File: src/rtl/adc_frame_host.sv
module adc_frame_host #(
  parameter int HALF_DIV = 2,
  parameter logic [2:0] PWR_MODE = 3'b011
) (
  input  logic        clk,
  input  logic        rst_n,
  input  logic        start,
  input  logic [2:0]  chan,
  input  logic        single,
  output logic        cs_n,
  output logic        sclk,
  output logic        mosi,
  input  logic        miso,
  output logic [15:0] result,
  output logic        result_valid,
  output logic [2:0]  result_chan,
  output logic        result_single,
  output logic        busy
);
  localparam int CW = (HALF_DIV > 1) ? $clog2(HALF_DIV) : 1;
  localparam logic [CW-1:0] CMAX = CW'(HALF_DIV - 1);
  localparam logic [5:0] LAST_PH = 6'd48;
  localparam logic [4:0] FIRST_DATA = 5'd8;

  logic          active;
  logic [CW-1:0] cnt;
  logic [5:0]    ph;
  logic [7:0]    ctl;
  logic [15:0]   sreg;
  logic          tick;

  assign tick   = active && (cnt == CMAX);
  assign busy   = active || result_valid;
  assign mosi   = ctl[7];
  assign result = sreg;

  always_ff @(posedge clk or negedge rst_n) begin
    if (!rst_n) begin
      active        <= 1'b0;
      cnt           <= '0;
      ph            <= '0;
      ctl           <= '0;
      sreg          <= '0;
      cs_n          <= 1'b1;
      sclk          <= 1'b0;
      result_valid  <= 1'b0;
      result_chan   <= '0;
      result_single <= 1'b0;
    end else begin
      result_valid <= 1'b0;
      if (!busy && start) begin
        active        <= 1'b1;
        cnt           <= '0;
        ph            <= '0;
        cs_n          <= 1'b0;
        sclk          <= 1'b0;
        ctl           <= {1'b1, chan, single, PWR_MODE};
        result_chan   <= chan;
        result_single <= single;
      end else if (active) begin
        cnt <= tick ? '0 : cnt + 1'b1;
        if (tick) begin
          ph <= ph + 6'd1;
          if (ph == LAST_PH) begin
            active       <= 1'b0;
            cs_n         <= 1'b1;
            result_valid <= 1'b1;
          end else if (!ph[0]) begin
            sclk <= 1'b1;
            if (ph[5:1] >= FIRST_DATA) sreg <= {sreg[14:0], miso};
          end else begin
            sclk <= 1'b0;
            ctl  <= {ctl[6:0], 1'b0};
          end
        end
      end
    end
  end
endmodule


File: config.mk
export PLATFORM = sky130hd
export DESIGN_NAME = adc_frame_host
export DESIGN_NICKNAME = d
export VERILOG_FILES = /design/src/rtl/adc_frame_host.sv
export SDC_FILE = /design/constraint.sdc
export NUM_CORES = 1
export LEC_CHECK = 0
export CAP_MARGIN = 20
export CORE_MARGIN = 10
export CORE_UTILIZATION = 40
export CTS_CLUSTER_DIAMETER = 30
export DETAILED_ROUTE_END_ITERATION = 12
export GPL_TIMING_DRIVEN = 0
export SLEW_MARGIN = 20
export SYNTH_ARGS = -nofsm -noshare
export SYNTH_HDL_FRONTEND = slang
export SYNTH_SLANG_ARGS = --single-unit
export TNS_END_PERCENT = 5
File: constraint.sdc
create_clock -name clk -period 2.9 [get_ports clk]
set_input_delay 0.58 -clock clk [delete_from_list [all_inputs] [get_ports clk]]
set_output_delay 0.58 -clock clk [all_outputs]
set_load 0.005 [all_outputs]
Yosys cells after proc, flatten, opt, wreduce, memory -nomap -nowiden
Cells that the tools add are included. W data, S select, Z words.

Bits in registers: 39. Input port bits: 8.

Add/subtract/negate cells: 2. $lt $le $gt $ge: 1. Eq/ne operators: 2. Mux-type cells: 28. Bitwise gates (word level): 3. Reduce and logical (&&, ||, !) cells: 13.

Operators by type and width (number): $mux W8 (5); $mux W1 (20); $mux W6 (3); $reduce_bool A2 Y1 (4); $add A6 B1 Y6 const B (1); $eq A6 B6 Y1 const B (1); $reduce_and A3 Y1 (2); $reduce_and A6 Y1 (1); $ge A5 B4 Y1 const B (1); $reduce_and A4 Y1 (1); $not A1 Y1 (3); $logic_and A1 B1 Y1 (2); $ne A2 B2 Y1 const B (1); $reduce_and A2 Y1 (1); $add A1 B1 Y1 const B (1); $logic_not A1 Y1 (1); $logic_or A1 B1 Y1 (1).

Longest topological paths before layout
Gate-level depths: netlist (run 1).

Depth in word-level cells: 5. Depth in mapped cells: 6. Gate-level depth less buffers: 5.

Least setup slack after synthesis (run 1)
No wires, ideal clock.

Kind: register -> register. Start: register ph[0]. End: register sreg[0] (netlist: result[0]). Setup time: 0.125 ns. Arrival: 1.622 ns. Slack: 1.153 ns. Cell stages (with the launch flop): 7. Cells stage by stage: dfrtp_1 inv_1 ha_1 nand4b_4 o211ai_4 buf_12 mux2_4.

Longest elaborated chain between the ends: 3. Elaborated cells on any way between the ends: 4. Classes of those cells: eq/ne (1); bitwise (2); reduce/logical (1).

Ends and longest elaborated chain: start, declared (line 27) `logic [5:0] ph;`; start signal, assigned (line 63) `ph <= ph + 6'd1;`; $eq A6 B6 Y1 (line 64) `if (ph == LAST_PH) begin`; $not A1 Y1 (no source line); $reduce_and A6 Y1 (no source line) *; end signal, assigned (line 70) `if (ph[5:1] >= FIRST_DATA) sreg <= {sreg[14:0], miso};`; end, declared (line 29) `logic [15:0] sreg;`.

Every way passes the cells marked *; elsewhere a longest branch is shown, timed or not. A chain may end at the register's enable or synchronous reset.

Final worst setup path (run 1)
Start: register active. End: output port busy.

Longest elaborated chain between the ends: 1.

Ends and longest elaborated chain: start, declared (line 25) `logic active;`; start signal, assigned (line 39) `active <= 1'b0;`; start signal, assigned (line 52) `active <= 1'b1;`; start signal, assigned (line 65) `active <= 1'b0;`; $logic_or A1 B1 Y1 (line 33) `assign busy = active || result_valid;`; end, declared (line 18) `output logic busy`.

No other way between the ends.

==> summary.md, run 1 <==
| Metric | Value |
|---|---|
| Critical path fanouts, max | `9` |
| Grt total ovfl | `0` |
| Finished Layout Cells | `228` |
| I/O pins | `33` |
| Die X | `86.44 um` |
| Global-route wire length before repair | `5.885 mm` |
| CTS max path bufs | `2` |
| Worst slack, placed | `0.7801 ns` |
| CTS root buffer | `clkbuf_8` |
| Drt total wl | `3.435 mm` |
| Worst path bufs/invs | `2` |
| Fin Setup TNS | `0 ns` |
| Mapped Area | `1765 um^2` |
| Critical Path End Type | `output pin` |
| Post-synthesis area per instance | `13.08 um^2` |
| Pre-Repair DR Iteration Count | `4` |
| Area delta synth->final | `29.77%` |
| Clk pin slew, worst setup/hold paths | `0.08 ns` |
| Leakage Power | `1.110 nW` |
| Avg WL per Cell | `15.07 um` |
| Syn_nets | `145` |
| DR vias/cell | `4.991` |
| Period utilization | `72.63%` |
| Top_reg_cell synth | `dfrtp_1` |
| Largest net degree at the start of global routing | `21` |
| Kind of cell adding the most delay to the critical path | `buffers and inverters` |
| H-tree Lvls | `2` |
| Critical path arrival | `1.53 ns` |
| Fraction of layout cells with a size suffix above 1 | `23.86%` |
| # Post-CTS Setup Buffers | `0` |
| Worst-skew pair later-pin latency | `0.29 ns` |
| R2R depth | `6` |
| Cts hold-fix bufs | `0` |
| CP max-delay cell | `clkdlybuf4s50_1` |
| Die area | `7471 um^2` |
| Final Max Slew Viols | `0` |
| Worst VDD drop | `0.4976 mV` |
| Total track usage | `9.856%` |
| CTS tree | `done` |
| Number of distinct library cells after synthesis | `33` |
| Net count, final | `185` |
| Initial antenna violation count | `0` |
| Commonest cells after routing, fill and taps aside | `dfrtp_1 (38), clkdlybuf4s50_1 (31), nand2_1 (21)` |
| Number of synthesized flops with an enable pin | `0` |
| Kind of critical path | `reg2out` |
| Die height | `86.44 um` |
| Startpoint class of the critical path | `flop` |
| Post-layout min period | `2.106 ns` |
| Crit-path max cell delay | `0.44 ns` |
| CORE AREA | `4324 um^2` |
| Worst-margin pin slew | `0.5283 ns` |
| Max_slew headroom | `64.63%` |
| Ys Warns | `0` |
| Levels on crit path | `3` |
| Commonest non-fill, non-tap cell in the layout | `dfrtp_1` |
| ANT nets after route | `0` |
| Power per Cell Area | `1040 nW/um^2` |
| Critical Path, Cell by Cell | `buf_6 > or2_2 > clkdlybuf4s50_1` |
| Max Cap Viol | `0` |
| Async set or reset register ratio after synthesis | `100.0%` |
| Fillcell total | `381` |
| Worst setup slack after layout | `0.7936 ns` |
| Vias | `1138` |
| Drt first-iter violations | `84` |
| Setup Skew | `0.005358 ns` |
| Vias in the first global route | `1233` |
| RSZ-0062 raised after global routing | `false` |
| Yosys reg bits | `39` |
| Antenna Cells | `0` |
| Starting Density | `40.83%` |
| Worst Hold Class | `in2async` |
| Gate Count Post-Synth | `135` |
| Hold Slack | `0.2422 ns` |
| Register area share after synthesis | `55.35%` |
| Status | `finished clean` |
| Cell Rows | `24` |
| Final core occ | `52.98%` |
| FMAX | `0.4747 GHz` |
| DR DRC count | `0` |
| Setup violators final | `0` |
| Clock sink total | `39` |
| RD Place Congestion | `0.7264` |
| I/O Buffers | `32` |
| Inst Count DP | `220` |
| Required @ worst endpoint | `2.32 ns` |
| CTS buffer count | `5` |
| Fin. Hold Viols | `0` |
| Cell area after layout | `2291 um^2` |
| # resized after CTS | `0` |
| DP Area | `2173 um^2` |
| Pwr Total | `2.382 mW` |
| Final HPWL from detailed placement | `2.504 mm` |
worst reg2reg max path, delay by kind of cell, from the launching register on:
family	cells	cell delay (ns)
adder cells (fa/ha/maj)	1	0.19
flip-flops	1	0.49
AO/OA/AOI/OAI	1	0.35
multiplexers	1	0.30
AND/OR/NAND/NOR	1	0.17
buffers and inverters	2	0.30
final timing paths:
| kind | start | endpoint | slack (ns) |
|---|---|---|---|
| min in group clk | result_chan[2] | result_chan[2] | 0.48 |
| setup / recovery | active | busy | 0.79 |
| hold / removal | rst_n | ctl[0] | 0.24 |
| setup reg to reg | ph[0] | result[10] | 0.98 |
| max in group asynchronous | rst_n | cs_n | 2.12 |
| hold reg to reg | result_chan[2] | result_chan[2] | 0.48 |
where the power goes:
group	total, mW	leakage (nW)	switching, mW	internal (mW)
clock	0.465	0.0612	0.187	0.278
sequential	0.919	0.496	0.158	0.760
combinational	0.998	0.553	0.409	0.589
total	2.38	1.11	0.754	1.63
cell type report:
class                   instances  area [um^2]  share of cell area (%)
flip-flops and latches         39        977.2                   42.65
multi-input cells              85        709.4                   30.97
clock buffers                   6        82.58                   3.605
well taps                      52        65.06                   2.840
plain buffers                   6        60.06                   2.622
repair buffers                 33        342.8                   14.96
inverters                       5        18.77                  0.8192
clock inverters                 2        35.03                   1.529
sequential cells by signal, summed over array words and instances, names as in the netlist:
signal         cells
result_chan        3
cs_n               1
result_valid       1
ctl                8
result            16
ph                 6
sclk               1
result_single      1
active             1
cnt                1
cells in the mapped netlist (3+ instances only):
cell     instances  area share [%]
nand2_1         21             4.5
dfrtp_1         38              54
mux2_2           7             4.5
nor2_1           4            0.85
mux2i_1         10             5.7
a21oi_1          5             1.4
o21ai_0          3            0.85
inv_1            5             1.1
mux2_4          10             8.5
cells by family (layout without fill, tap and decap cells):
kind of cell,Yosys count,after routing,synth area share (%)
flops,39,39,55.35
simple gates,37,37,11.27
xor+xnor,3,3,1.489
buf+inv,11,52,4.465
fa+ha+maj,2,2,1.417
compound gates,16,16,7.370
mux,27,27,18.64
per-layer routing:
layer | share of wire, % | track usage [%] | vias to the layer above
met4 | 1.3 | 4.860 | 0
met1 | 44 | 10.98 | 557
li1 | - | - | 542
met3 | 9.5 | 4.878 | 5
met2 | 45 | 15.30 | 34
met5 | 0 | 0 | -
(Power assumes the default switching activity.)
==> run 2, diff against run 1 <==
==> constraint.sdc (replaced) <==
create_clock -name clk -period 1.95 [get_ports clk]
set_input_delay 0.39 -clock clk [delete_from_list [all_inputs] [get_ports clk]]
set_output_delay 0.39 -clock clk [all_outputs]
set_load 0.005 [all_outputs]
==> summary.md, run 2 (synthesized netlist as in run 1, its figures left out) <==
| Metric | Value |
|---|---|
| Status | `finished clean` |
| I/O Buffers | `32` |
| Critical Path End Type | `output pin` |
| Net count, final | `189` |
| Post-layout min period | `1.917 ns` |
| Worst Hold Class | `in2async` |
| Max Cap Viol | `0` |
| Critical Path, Cell by Cell | `buf_6 > or2_2 > clkdlybuf4s50_1` |
| Worst-skew pair later-pin latency | `0.29 ns` |
| Global-route wire length before repair | `5.885 mm` |
| Hold Slack | `0.05209 ns` |
| Power per Cell Area | `1540 nW/um^2` |
| R2R Path End | `result[1]` |
| Fin Setup TNS | `0 ns` |
| Clock sink total | `39` |
| Commonest cells after routing, fill and taps aside | `dfrtp_1 (37), clkdlybuf4s50_1 (31), nand2_1 (21)` |
| Worst path bufs/invs | `2` |
| CTS buffer count | `5` |
| FMAX | `0.5217 GHz` |
| Largest register FFs | `16` |
| Required @ worst endpoint | `1.56 ns` |
| Startpoint class of the critical path | `flop` |
| Die height | `86.44 um` |
| CTS tree | `done` |
| H-tree Lvls | `2` |
| Vias | `1156` |
| Final HPWL from detailed placement | `2.504 mm` |
| Worst VDD drop | `0.7639 mV` |
| Setup Skew | `0.005349 ns` |
| Antenna Cells | `0` |
| Crit-path max cell delay | `0.44 ns` |
| Clk pin slew, worst setup/hold paths | `0.08 ns` |
| Max_slew headroom | `64.63%` |
| CTS root buffer | `clkbuf_8` |
| R2R depth | `6` |
| Total track usage | `9.856%` |
| Final Max Slew Viols | `0` |
| CORE AREA | `4324 um^2` |
| Vias in the first global route | `1233` |
| Kind of cell adding the most delay to the critical path | `buffers and inverters` |
| Initial antenna violation count | `0` |
| Pwr Total | `3.575 mW` |
| Pre-Repair DR Iteration Count | `4` |
| Die area | `7471 um^2` |
| Fin. Hold Viols | `0` |
| Fillcell total | `377` |
| Period utilization | `98.29%` |
| Worst-margin pin slew | `0.5283 ns` |
| ANT nets after route | `0` |
| Largest net degree at the start of global routing | `21` |
| Critical path fanouts, max | `9` |
| Kind of critical path | `reg2out` |
| Cell Rows | `24` |
| Levels on crit path | `3` |
| Drt first-iter violations | `81` |
| Critical path arrival | `1.53 ns` |
| DR vias/cell | `4.983` |
| I/O pins | `33` |
| Drt total wl | `3.462 mm` |
| Reg2reg start | `ph[0]` |
| Area delta synth->final | `31.54%` |
| Fraction of layout cells with a size suffix above 1 | `26.11%` |
| DR DRC count | `0` |
| CTS max path bufs | `2` |
| Avg WL per Cell | `14.92 um` |
| FF-to-FF setup slack | `0.12 ns` |
| Setup violators final | `0` |
| Grt total ovfl | `0` |
| Leakage Power | `1.126 nW` |
| Commonest non-fill, non-tap cell in the layout | `dfrtp_1` |
| CP max-delay cell | `clkdlybuf4s50_1` |
| Die X | `86.44 um` |
| RSZ-0062 raised after global routing | `false` |
| Starting Density | `40.83%` |
| RD Place Congestion | `0.7264` |
[run 2: changes by cell type in the layout (fill, tap and decap cells not counted), sizes merged]
cell / change
buf: +4
[run 2: how the worst max path moves through the flow]
stage,slack (ns),to,from
floorplan,0.20,result[0],ph[0]
global placement,-0.41,result[3],rst_n
detailed placement,0.02,ph[1],start
CTS,0.006,result[11],ph[0]
global route,0.0007,busy,active
finish,0.03,busy,active
[run 2: stage by stage]
| stage | cells | area [um^2] | worst slack, ns | utilization, % |
|---|---|---|---|---|
| 6_report | 232 | 2322 | 0.03330 | 53.70 |
| 5_1_grt | 232 | 2322 | 0.0006986 | 53.70 |
| 4_1_cts | 228 | 2291 | 0.006197 | 52.98 |
| 3_5_place_dp | 220 | 2173 | 0.02015 | 50.26 |
| 3_3_place_gp | 219 | 2151 | -0.4079 | 49.74 |
| 2_1_floorplan | 135 | 1765 | 0.2033 | - |
[run 2: power breakdown]
part / total, mW / leakage [nW] / internal [mW] / switching [mW]
sequential: 1.37 / 0.495 / 1.13 / 0.234
clock: 0.692 / 0.0612 / 0.414 / 0.278
combinational: 1.52 / 0.570 / 0.901 / 0.614
total: 3.58 / 1.13 / 2.45 / 1.13
[run 2: worst reg2reg max path, cell delays in order, from the launching register on]
cell and delay [ns]:
dfrtp_2 0.48, inv_1 0.08, ha_1 0.19, nand4b_4 0.17, o211ai_4 0.31, buf_4 0.18, mux2_2 0.32
[run 2: area by class of cell]
type,instances,area (um^2),area share [%]
sequential,39,978.4,42.13
multi-input combinational,85,709.4,30.55
timing repair buffer,37,372.9,16.06
clock buffer,6,82.58,3.556
tap,52,65.06,2.802
buffer,6,60.06,2.586
clock inverter,2,35.03,1.509
inverter,5,18.77,0.8082
[run 2: what timing repair did]
action                                 in CTS  in global routing
endpoints found under the hold margin       0                  0
hold buffers                                0                  0
resized for setup                           0                  1
setup buffers                               0                  4
setup endpoints to repair                   0                 10
[run 2: metal layers]
layer | track usage [%] | wire length [um]
met1 | 10.98 | 1518
met3 | 4.878 | 325
met2 | 15.30 | 1573
met5 | 0 | 0
met4 | 4.860 | 44
==> run 3, diff against run 2 <==
--- a/config.mk
+++ b/config.mk
@@ -9,6 +9,7 @@
 export CORE_MARGIN = 10
 export CORE_UTILIZATION = 40
 export CTS_CLUSTER_DIAMETER = 30
+export CTS_CLUSTER_SIZE = 40
 export DETAILED_ROUTE_END_ITERATION = 12
 export GPL_TIMING_DRIVEN = 0
 export SLEW_MARGIN = 20
==> constraint.sdc (replaced) <==
create_clock -name clk -period 1.95 [get_ports clk]
set_input_delay 0.39 -clock clk [delete_from_list [all_inputs] [get_ports clk]]
set_output_delay 0.39 -clock clk [all_outputs]
set_load 0.01 [all_outputs]
==> summary.md, run 3 (synthesized netlist as in run 1, its figures left out) <==
| Metric | Value |
|---|---|
| Clk pin slew, worst setup/hold paths | `0.08 ns` |
| Die height | `86.44 um` |
| Finished Layout Cells | `232` |
| Crit-path max cell delay | `0.48 ns` |
| CTS buffer count | `5` |
| Area delta synth->final | `31.47%` |
| Final Max Slew Viols | `0` |
| Status | `finished clean` |
| Max_slew headroom | `64.63%` |
| Fin Setup TNS | `0 ns` |
| ANT nets after route | `0` |
| Critical path arrival | `2.01 ns` |
| Fin. Hold Viols | `0` |
| Drt first-iter violations | `81` |
| Worst Hold Class | `in2async` |
| Critical Path End Type | `flop` |
| Cell Rows | `24` |
| CP max-delay cell | `dfrtp_2` |
| Startpoint class of the critical path | `flop` |
| Largest register FFs | `16` |
| Global-route wire length before repair | `5.899 mm` |
| Worst-margin pin slew | `0.5283 ns` |
| Required @ worst endpoint | `2.13 ns` |
| Cell area after layout | `2321 um^2` |
| Clock sink total | `39` |
| Kind of critical path | `reg2reg` |
| Worst-skew pair later-pin latency | `0.29 ns` |
| Max Cap Viol | `0` |
| CTS tree | `done` |
| Critical path fanouts, max | `7` |
| Final HPWL from detailed placement | `2.504 mm` |
| Initial antenna violation count | `0` |
| Net count, final | `189` |
| H-tree Lvls | `2` |
| Vias in the first global route | `1236` |
| Pre-Repair DR Iteration Count | `4` |
| CTS root buffer | `clkbuf_8` |
| Cts hold-fix bufs | `0` |
| I/O Buffers | `32` |
| Worst VDD drop | `0.7951 mV` |
| FMAX | `0.5460 GHz` |
| CORE AREA | `4324 um^2` |
| Largest net degree at the start of global routing | `21` |
| Fraction of layout cells with a size suffix above 1 | `26.11%` |
| Power per Cell Area | `1570 nW/um^2` |
| Critical Path, Cell by Cell | `inv_1 > ha_1 > nand4b_4 > o211ai_4 > buf_4 > mux2_2` |
| Vias | `1156` |
| Starting Density | `40.83%` |
| Period utilization | `93.92%` |
| Setup violators final | `0` |
| Worst path bufs/invs | `2` |
| DR DRC count | `0` |
| Antenna Cells | `0` |
| Inst Count DP | `220` |
| I/O pins | `33` |
| Setup Skew | `0.005349 ns` |
| Leakage Power | `1.125 nW` |
| Avg WL per Cell | `14.92 um` |
| Commonest cells after routing, fill and taps aside | `dfrtp_1 (37), clkdlybuf4s50_1 (30), nand2_1 (21)` |
| DP Area | `2173 um^2` |
| Grt total ovfl | `0` |
| CTS max path bufs | `2` |
| RSZ-0062 raised after global routing | `false` |
| Kind of cell adding the most delay to the critical path | `flip-flops` |
| Commonest non-fill, non-tap cell in the layout | `dfrtp_1` |
| Die area | `7471 um^2` |
| Pwr Total | `3.644 mW` |
| RD Place Congestion | `0.7264` |
| Post-layout min period | `1.832 ns` |
| Total track usage | `9.876%` |
| Die X | `86.44 um` |
| Drt total wl | `3.462 mm` |
| DR vias/cell | `4.983` |
-- run 3: path summary, 6_finish.rpt --
check / from / to / slack [ns] / cells past startpoint
setup / recovery: ph[0] / result[1] / 0.12 / 6
hold / removal: rst_n / ctl[0] / 0.05 / 1
setup reg to reg: ph[0] / result[1] / 0.12 / 6
hold reg to reg: result_chan[2] / result_chan[2] / 0.48 / 1
max in group asynchronous: rst_n / cs_n / 1.36 / 2
min in group clk: result_chan[2] / result_chan[2] / 0.48 / 1
-- run 3: final cells by class --
class                           instances  area [um^2]
Fill cell                             378         2003
Inverter                                5        18.77
Tap cell                               52        65.06
Clock buffer                            6        82.58
Buffer                                  6        60.06
Timing Repair Buffer                   37        371.6
Multi-Input combinational cell         85        709.4
Sequential cell                        39        978.4
Clock inverter                          2        35.03
-- run 3: layer usage --
metal / vias up / GRT usage [%] / part of all wire, %
met2: 34 / 15.30 / 45
met3: 5 / 4.972 / 9.4
met1: 566 / 10.98 / 44
li1: 551 / - / -
met4: 0 / 4.860 / 1.3
met5: - / 0 / 0
-- run 3: report_power, final --
group	switching, mW	total [mW]	internal [mW]
Clock	0.278	0.692	0.414
Sequential	0.234	1.37	1.13
Combinational	0.687	1.58	0.897
-- run 3: stage by stage --
step                      utilization [%]  setup WS [ns]  hold slack, ns
after global routing                53.67        0.01987         0.07808
after detailed placement            50.26        0.02015          0.3783
final                               53.67         0.1185         0.05209
after CTS                           52.95       0.006197         0.05507
after global placement              49.74        -0.4079          0.4572
after floorplan                         -         0.2033         0.09441
-- run 3: worst register-to-register path: stages, from the launching register on --
cell and delay [ns]:
dfrtp_2 0.48, inv_1 0.08, ha_1 0.19, nand4b_4 0.17, o211ai_4 0.31, buf_4 0.18
mux2_2 0.32
-- run 3: what timing repair did --
item                       CTS  global route
pin swaps                    0             1
setup endpoints to repair    1            10
buffers inserted             0             4
gates resized for setup      1             1
